`src/rtl/pgw_pkg.sv`:
```
package pgw_pkg;

   // Number of CPU address bits that index 8K pages of the 64K space.
   localparam int PAGE_W = 3;

   typedef enum logic [1:0] {
      WSZ_OFF = 2'd0,
      WSZ_8K  = 2'd1,
      WSZ_16K = 2'd2,
      WSZ_32K = 2'd3
   } wsize_e;

   // Codes above 3 are not supported and fall back to disabled.
   function automatic wsize_e decode_size(input logic [2:0] code);
      case (code)
         3'd1:    return WSZ_8K;
         3'd2:    return WSZ_16K;
         3'd3:    return WSZ_32K;
         default: return WSZ_OFF;
      endcase
   endfunction

   // Pull an illegal base down to the nearest base legal for the size.
   function automatic logic [PAGE_W-1:0] align_base(input wsize_e sz,
                                                    input logic [PAGE_W-1:0] b);
      case (sz)
         WSZ_16K: return {b[PAGE_W-1:1], 1'b0};
         WSZ_32K: begin
            if (b[2])      return 3'd4;
            else if (b[1]) return 3'd2;
            else           return 3'd0;
         end
         default: return b;
      endcase
   endfunction

endpackage

```
`src/rtl/pgw_cfg_regs.sv`:
```
module pgw_cfg_regs
   import pgw_pkg::*;
#(
   parameter int N_WIN  = 2,
   parameter int DATA_W = 8,
   parameter int CFG_AW = 3,
   parameter int XA_W   = 6
) (
   input  logic                           clk,
   input  logic                           rst_n,
   input  logic                           cfg_we,
   input  logic [CFG_AW-1:0]              cfg_addr,
   input  logic [DATA_W-1:0]              cfg_wdata,
   output logic [N_WIN-1:0][2:0]          size_q,
   output logic [N_WIN-1:0][PAGE_W-1:0]   base_q,
   output logic [N_WIN-1:0][XA_W-1:0]     bank_q,
   output logic [XA_W-1:0]                mask_q
);

   localparam int SIZE_ADDR = 0;
   localparam int BASE_ADDR = 1;
   localparam int BANK_ADDR = 1 + N_WIN;
   localparam int MASK_ADDR = 1 + 2 * N_WIN;
   localparam int SZ_STRIDE = 4;

   for (genvar i = 0; i < N_WIN; i++) begin : g_win_regs
      always_ff @(posedge clk or negedge rst_n) begin
         if (!rst_n) begin
            size_q[i] <= '0;
            base_q[i] <= '0;
            bank_q[i] <= '0;
         end else if (cfg_we) begin
            if (cfg_addr == CFG_AW'(SIZE_ADDR))
               size_q[i] <= cfg_wdata[SZ_STRIDE*i +: 3];
            if (cfg_addr == CFG_AW'(BASE_ADDR + i))
               base_q[i] <= cfg_wdata[DATA_W-1 -: PAGE_W];
            if (cfg_addr == CFG_AW'(BANK_ADDR + i))
               bank_q[i] <= cfg_wdata[XA_W-1:0];
         end
      end
   end

   always_ff @(posedge clk or negedge rst_n) begin
      if (!rst_n)
         mask_q <= '0;
      else if (cfg_we && cfg_addr == CFG_AW'(MASK_ADDR))
         mask_q <= cfg_wdata[XA_W-1:0];
   end

endmodule

```
`src/rtl/pgw_window.sv`:
```
module pgw_window
   import pgw_pkg::*;
#(
   parameter int XA_W = 6
) (
   input  logic [2:0]        size_code,
   input  logic [PAGE_W-1:0] base_raw,
   input  logic [XA_W-1:0]   bank,
   input  logic [PAGE_W-1:0] cpu_page,
   output logic              hit,
   output logic [XA_W-1:0]   xa
);

   wsize_e              sz;
   logic [PAGE_W-1:0]   base;
   logic [PAGE_W:0]     span_lo;
   logic [PAGE_W:0]     span_hi;
   logic                mid_base;

   assign sz       = decode_size(size_code);
   assign base     = align_base(sz, base_raw);
   assign span_lo  = {1'b0, base};
   assign span_hi  = {1'b0, base} + (PAGE_W+1)'(3);
   assign mid_base = (base == 3'd2);

   always_comb begin
      hit = 1'b0;
      xa  = bank;
      case (sz)
         WSZ_8K: begin
            hit = (cpu_page == base);
         end
         WSZ_16K: begin
            hit   = (cpu_page[PAGE_W-1:1] == base[PAGE_W-1:1]);
            xa[0] = cpu_page[0];
         end
         WSZ_32K: begin
            hit   = ({1'b0, cpu_page} >= span_lo) && ({1'b0, cpu_page} <= span_hi);
            xa[1] = cpu_page[1] ^ mid_base;
            xa[0] = cpu_page[0];
         end
         default: begin
            hit = 1'b0;
         end
      endcase
   end

endmodule

```
`src/rtl/pgw_pin_drive.sv`:
```
module pgw_pin_drive #(
   parameter int XA_W = 6
) (
   input  logic [XA_W-1:0] mask,
   input  logic [XA_W-1:0] xa_int,
   output logic [XA_W-1:0] xa_out,
   output logic [XA_W-1:0] xa_en
);

   for (genvar k = 0; k < XA_W; k++) begin : g_pin
      assign xa_en[k]  = mask[k];
      assign xa_out[k] = mask[k] ? xa_int[k] : 1'b1;
   end

endmodule

```
`src/rtl/pgw_xlate.sv`:
```
module pgw_xlate
   import pgw_pkg::*;
#(
   parameter int CPU_AW = 16,
   parameter int XA_W   = 6,
   parameter int N_WIN  = 2,
   parameter int DATA_W = 8,
   parameter int CFG_AW = 3
) (
   input  logic              clk,
   input  logic              rst_n,
   input  logic              cfg_we,
   input  logic [CFG_AW-1:0] cfg_addr,
   input  logic [DATA_W-1:0] cfg_wdata,
   input  logic [2:0]        cpu_page,
   input  logic              int_hit,
   output logic [XA_W-1:0]   xa_out,
   output logic [XA_W-1:0]   xa_en,
   output logic [N_WIN-1:0]  win_hit
);

   localparam int HIGH_W = XA_W - PAGE_W;

   if (CPU_AW != 16)
      $error("pgw_xlate: CPU_AW must be 16 for 8K pages");
   if (HIGH_W < 1)
      $error("pgw_xlate: XA_W must exceed the page width");
   if (XA_W > DATA_W)
      $error("pgw_xlate: bank field wider than data bus");
   if (N_WIN < 1 || 4 * N_WIN > DATA_W)
      $error("pgw_xlate: size register cannot hold N_WIN fields");
   if (2 + 2 * N_WIN > (1 << CFG_AW))
      $error("pgw_xlate: CFG_AW too small for register map");

   logic [N_WIN-1:0][2:0]        size_q;
   logic [N_WIN-1:0][PAGE_W-1:0] base_q;
   logic [N_WIN-1:0][XA_W-1:0]   bank_q;
   logic [XA_W-1:0]              mask_q;
   logic [N_WIN-1:0][XA_W-1:0]   win_xa;
   logic [N_WIN-1:0]             raw_hit;
   logic [XA_W-1:0]              sel_xa;
   logic [XA_W-1:0]              miss_xa;

   pgw_cfg_regs #(
      .N_WIN (N_WIN),
      .DATA_W(DATA_W),
      .CFG_AW(CFG_AW),
      .XA_W  (XA_W)
   ) u_regs (
      .clk      (clk),
      .rst_n    (rst_n),
      .cfg_we   (cfg_we),
      .cfg_addr (cfg_addr),
      .cfg_wdata(cfg_wdata),
      .size_q   (size_q),
      .base_q   (base_q),
      .bank_q   (bank_q),
      .mask_q   (mask_q)
   );

   for (genvar i = 0; i < N_WIN; i++) begin : g_win
      pgw_window #(.XA_W(XA_W)) u_win (
         .size_code(size_q[i]),
         .base_raw (base_q[i]),
         .bank     (bank_q[i]),
         .cpu_page (cpu_page),
         .hit      (raw_hit[i]),
         .xa       (win_xa[i])
      );
   end

   assign miss_xa = {{HIGH_W{1'b1}}, cpu_page};

   // Walk from the last window down so the lowest index wins an overlap.
   always_comb begin
      sel_xa  = miss_xa;
      win_hit = '0;
      for (int i = N_WIN - 1; i >= 0; i--) begin
         if (raw_hit[i] && !int_hit) begin
            win_hit    = '0;
            win_hit[i] = 1'b1;
            sel_xa     = win_xa[i];
         end
      end
   end

   pgw_pin_drive #(.XA_W(XA_W)) u_pins (
      .mask  (mask_q),
      .xa_int(sel_xa),
      .xa_out(xa_out),
      .xa_en (xa_en)
   );

endmodule

```
`config.mk`:
```
export PLATFORM = sky130hd
export DESIGN_NAME = pgw_xlate
export DESIGN_NICKNAME = d
export VERILOG_FILES = /design/src/rtl/pgw_pkg.sv /design/src/rtl/pgw_cfg_regs.sv /design/src/rtl/pgw_window.sv /design/src/rtl/pgw_pin_drive.sv /design/src/rtl/pgw_xlate.sv
export SDC_FILE = /design/constraint.sdc
export NUM_CORES = 1
export LEC_CHECK = 0
export BUFFER_PORTS_ARGS = -buffer_cell sky130_fd_sc_hd__buf_2
export CAP_MARGIN = 20
export CORE_MARGIN = 5
export CORE_UTILIZATION = 48
export CTS_CLUSTER_DIAMETER = 120
export DETAILED_ROUTE_END_ITERATION = 12
export HOLD_SLACK_MARGIN = 0.05
export MAX_ROUTING_LAYER = met4
export PLACE_DENSITY = 0.76
export SETUP_SLACK_MARGIN = 0.15
export SYNTH_ARGS = -nofsm -noshare
export SYNTH_HDL_FRONTEND = slang
export SYNTH_SLANG_ARGS = --single-unit
export TNS_END_PERCENT = 10
```
`constraint.sdc`:
```
create_clock -name clk -period 2.6 [get_ports clk]
set_clock_uncertainty 0.1 [all_clocks]
set_input_delay 0.39 -clock clk [delete_from_list [all_inputs] [get_ports clk]]
set_output_delay 0.39 -clock clk [all_outputs]
set_load 0.02 [all_outputs]
```
==> results by group <==
GRT
  – Vias in the first global route: 1523
  – Met1 Resource Use GR: about a quarter
  – GRT Total Usage: 18.1%
  – Most crowded layer after global routing: met2
  – First-pass GRT wire length: 7.11 mm
  – Grt met3 use: ~4.5%
  – Largest net degree at the start of global routing: 31
  – Initial antenna violation count: 0
  – Global route overflow: 0
  – Met2 usage: 27.7%

Power and ir drop
  – Leakage: between 1 and 1.5 nW
  – P per Cell Area: 709 nW/um2
  – Total power: 0.00171 W
  – Peak VDD IR: 0.546 mV

Finish
  – Finished Cell Area: 2410 um2
  – N_diodes: 0
  – Final-layout fill cell count: 307
  – Layout cells sized above 1: between 40% and 50%
  – Commonest cells after routing, fill and taps aside: dfrtp_1 (30), mux2_2 (29), buf_4 (28)
  – Final net count: 259
  – Commonest non-fill, non-tap cell in the layout: dfrtp_1
  – Layout Area Growth over Synthesis: 31.4%

Synthesis
  – Post-Syn Instances: 167
  – Synth Register Bits: 30
  – Sequential area share after synthesis: 41.0%
  – Synth Net Count: 198
  – Yosys warning count: 0
  – Post-Syn Area: 1830 um2
  – Mean area per synthesized cell: 11.0 um2
  – Netlist cell types: 38

Detailed routing
  – Drt first pass iters: 4
  – Routed Antenna Nets: 0
  – Vias post-DR: 1490
  – Wire per inst: 15.0 um
  – Initial drt markers: 79
  – Vias per std cell: 5.38
  – Routed WL: 4.17 mm
  – DRC viols: 0

Place
  – Hpwl dp: 3.29 mm
  – Port bufs: 31
  – Gpl congestion: 0.858
  – Placed Area: 2280 um2
  – Dpl ws: -0.430 ns

Timing
  – Fin Setup TNS: -4.56 ns
  – Post-route setup slack: -0.653 ns
  – Hold Slack: 0.0374 ns
  – Max-Slew Margin vs Limit: 56.4%
  – Max Slew Vio Count: 0
  – Worst-margin pin slew: 0.655 ns
  – Post-route minimum period: 3.25 ns
  – Part of the cycle the worst path needs: 125%
  – RSZ-0062 raised after global routing: yes
  – Finish-stage setup viols: 8
  – Max Freq: around 310 MHz
  – Final hold viol count: 0

Floorplan
  – Die area: 5150 um2
  – Die Span Y: 71.8 um
  – Core area: around 3700 um2
  – Die width: 71.8 um
  – # rows: 22
  – Ports: 32
  – Starting Density: roughly half

Run status
  – Failing checks: negative setup slack
  – Status: complete, but fails checks

Worst hold path
  – HP Class: in2async

CTS
  – CTS root buffer: clkbuf_8
  – CTS sink cnt: 30
  – Clock Latency Late Sink: 0.28 ns
  – TritonCTS clock tree: yes
  – Inserted Clock Buffers: 5
  – Reg clk slew, reported paths: about 0.060 ns
  – Hold bufs inserted after CTS: 0
  – Max Root-Sink Buffers: 2
  – # H-tree levels: 2

Setup path
  – Critical Path AT: 2.76 ns
  – Worst-path cell chain: and3b_2 -> nand2_1 -> and2_4 -> inv_2 -> ha_4 -> xor2_1 -> ha_1 -> nand3_1 -> o21ai_1 -> o211ai_1 -> nand2_2 -> a21bo_1 -> o221ai_4 -> buf_6
  – CP peak stage delay: 0.37 ns
  – Crit path required time: 2.11 ns
  – Crit-path max FO: 6
  – Critical path's slowest cell: dfrtp_1
  – Worst Path Buf+Inv: 2
  – Delay-heaviest family, CP: compound AO/OA/AOI/OAI gates
  – Worst Setup End Kind: output port
  – Kind of critical path: reg2out
  – CP Launch Type: flop

Job
  – # Max-Cap Violations: 0
synth_stat cells (all sizes together):
cell / instances / share of area (%)
dfrtp: 30 / 41
mux2: 29 / 18
ha: 13 / 8.9
inv: 11 / 2.3
nand2: 11 / 2.3
o21ai: 10 / 2.7
nor2: 7 / 1.4
a21oi: 5 / 1.4
nand4b: 5 / 2.4
and3b: 4 / 1.9
mux2i: 4 / 2.2
nor3: 4 / 1.4
a31oi: 3 / 1.0
and3: 3 / 1.0
nand2b: 3 / 1.0
nor3b: 3 / 1.5
xor2: 3 / 1.4
and2: 2 / 0.68
nand3: 2 / 0.55
o211ai: 2 / 1.1
a211o: 1 / 0.48
a211oi: 1 / 0.41
a21bo: 1 / 0.55
a21o: 1 / 0.41
a311o: 1 / 0.55
buf: 1 / 0.61
nand3b: 1 / 0.41
nand4: 1 / 0.34
nor2b: 1 / 0.34
o221ai: 1 / 0.82
or2: 1 / 0.34
or2b: 1 / 0.41
xnor2: 1 / 0.48
timing repair:
action | 4_1_cts | 5_1_grt
hold endpoints to repair | 0 | 0
endpoints found under the setup margin | 8 | 8
setup buffers | 0 | 0
pin swaps | 3 | 3
gates resized for setup | 12 | 1
worst reg2reg max path: cells and delay by family (launching register included):
kind                   cells  cell delay, ns
buffers and inverters      3            0.35
DFF                        1            0.39
AOI/OAI and AO/OA          1            0.07
area by class of cell:
type                            count  area [um2]  share of cell area [%]
Multi-Input combinational cell    125        1090                    45.4
Sequential cell                    30         751                    31.2
Timing Repair Buffer               55         373                    15.5
Clock buffer                        7        86.3                    3.58
Tap cell                           48        60.1                    2.49
Inverter                           11        41.3                    1.71
Clock inverter                      1        5.00                   0.208
metal layers:
layer	part of all wire [%]	wire, um
met1	45	1900
met2	49	2050
met3	4.1	172
met4	1.1	45
met5	0	0
state kept, by name, summed over array words and instances, names as in the netlist:
signal         cells
u_regs.bank_q     12
u_regs.base_q      6
u_regs.mask_q      6
u_regs.size_q      6
through the flow:
| step | util, % | cells |
|---|---|---|
| floorplan | - | 167 |
| global placement | 61.8 | 269 |
| detailed placement | 61.8 | 269 |
| CTS | 65.2 | 277 |
| global route | 65.3 | 277 |
| finish | 65.3 | 277 |
where the power goes:
| group | internal (W) | switching, W |
|---|---|---|
| clock | 0.000213 | 0.000166 |
| sequential | 0.000570 | 0.0000678 |
| combinational | 0.000357 | 0.000335 |
final timing paths:
kind,cells past startpoint,slack (ns),end,start
max in group asynchronous,1,1.93,u_regs.bank_q[11],rst_n
max,14,-0.65,xa_out[1],u_regs.size_q[4]
min,1,0.04,u_regs.size_q[5],rst_n
max reg2reg,4,1.55,u_regs.base_q[5],u_regs.base_q[5]
min in group clk,3,0.23,u_regs.base_q[5],cfg_wdata[7]
min reg2reg,1,0.40,u_regs.bank_q[11],u_regs.bank_q[11]
logic make-up (layout without fill, tap and decap cells):
group	Yosys count	in the layout	share of synthesized area, %
xor gates and xnor gates	4	4	1.91
AOI/OAI and AO/OA	26	26	9.42
adders and majority gates	13	13	8.87
buffers and inverters	12	74	2.87
DFF	30	30	41.0
muxes	33	33	20.0
and+or+nand+nor	49	49	16.0
(Power assumes the default switching activity.)
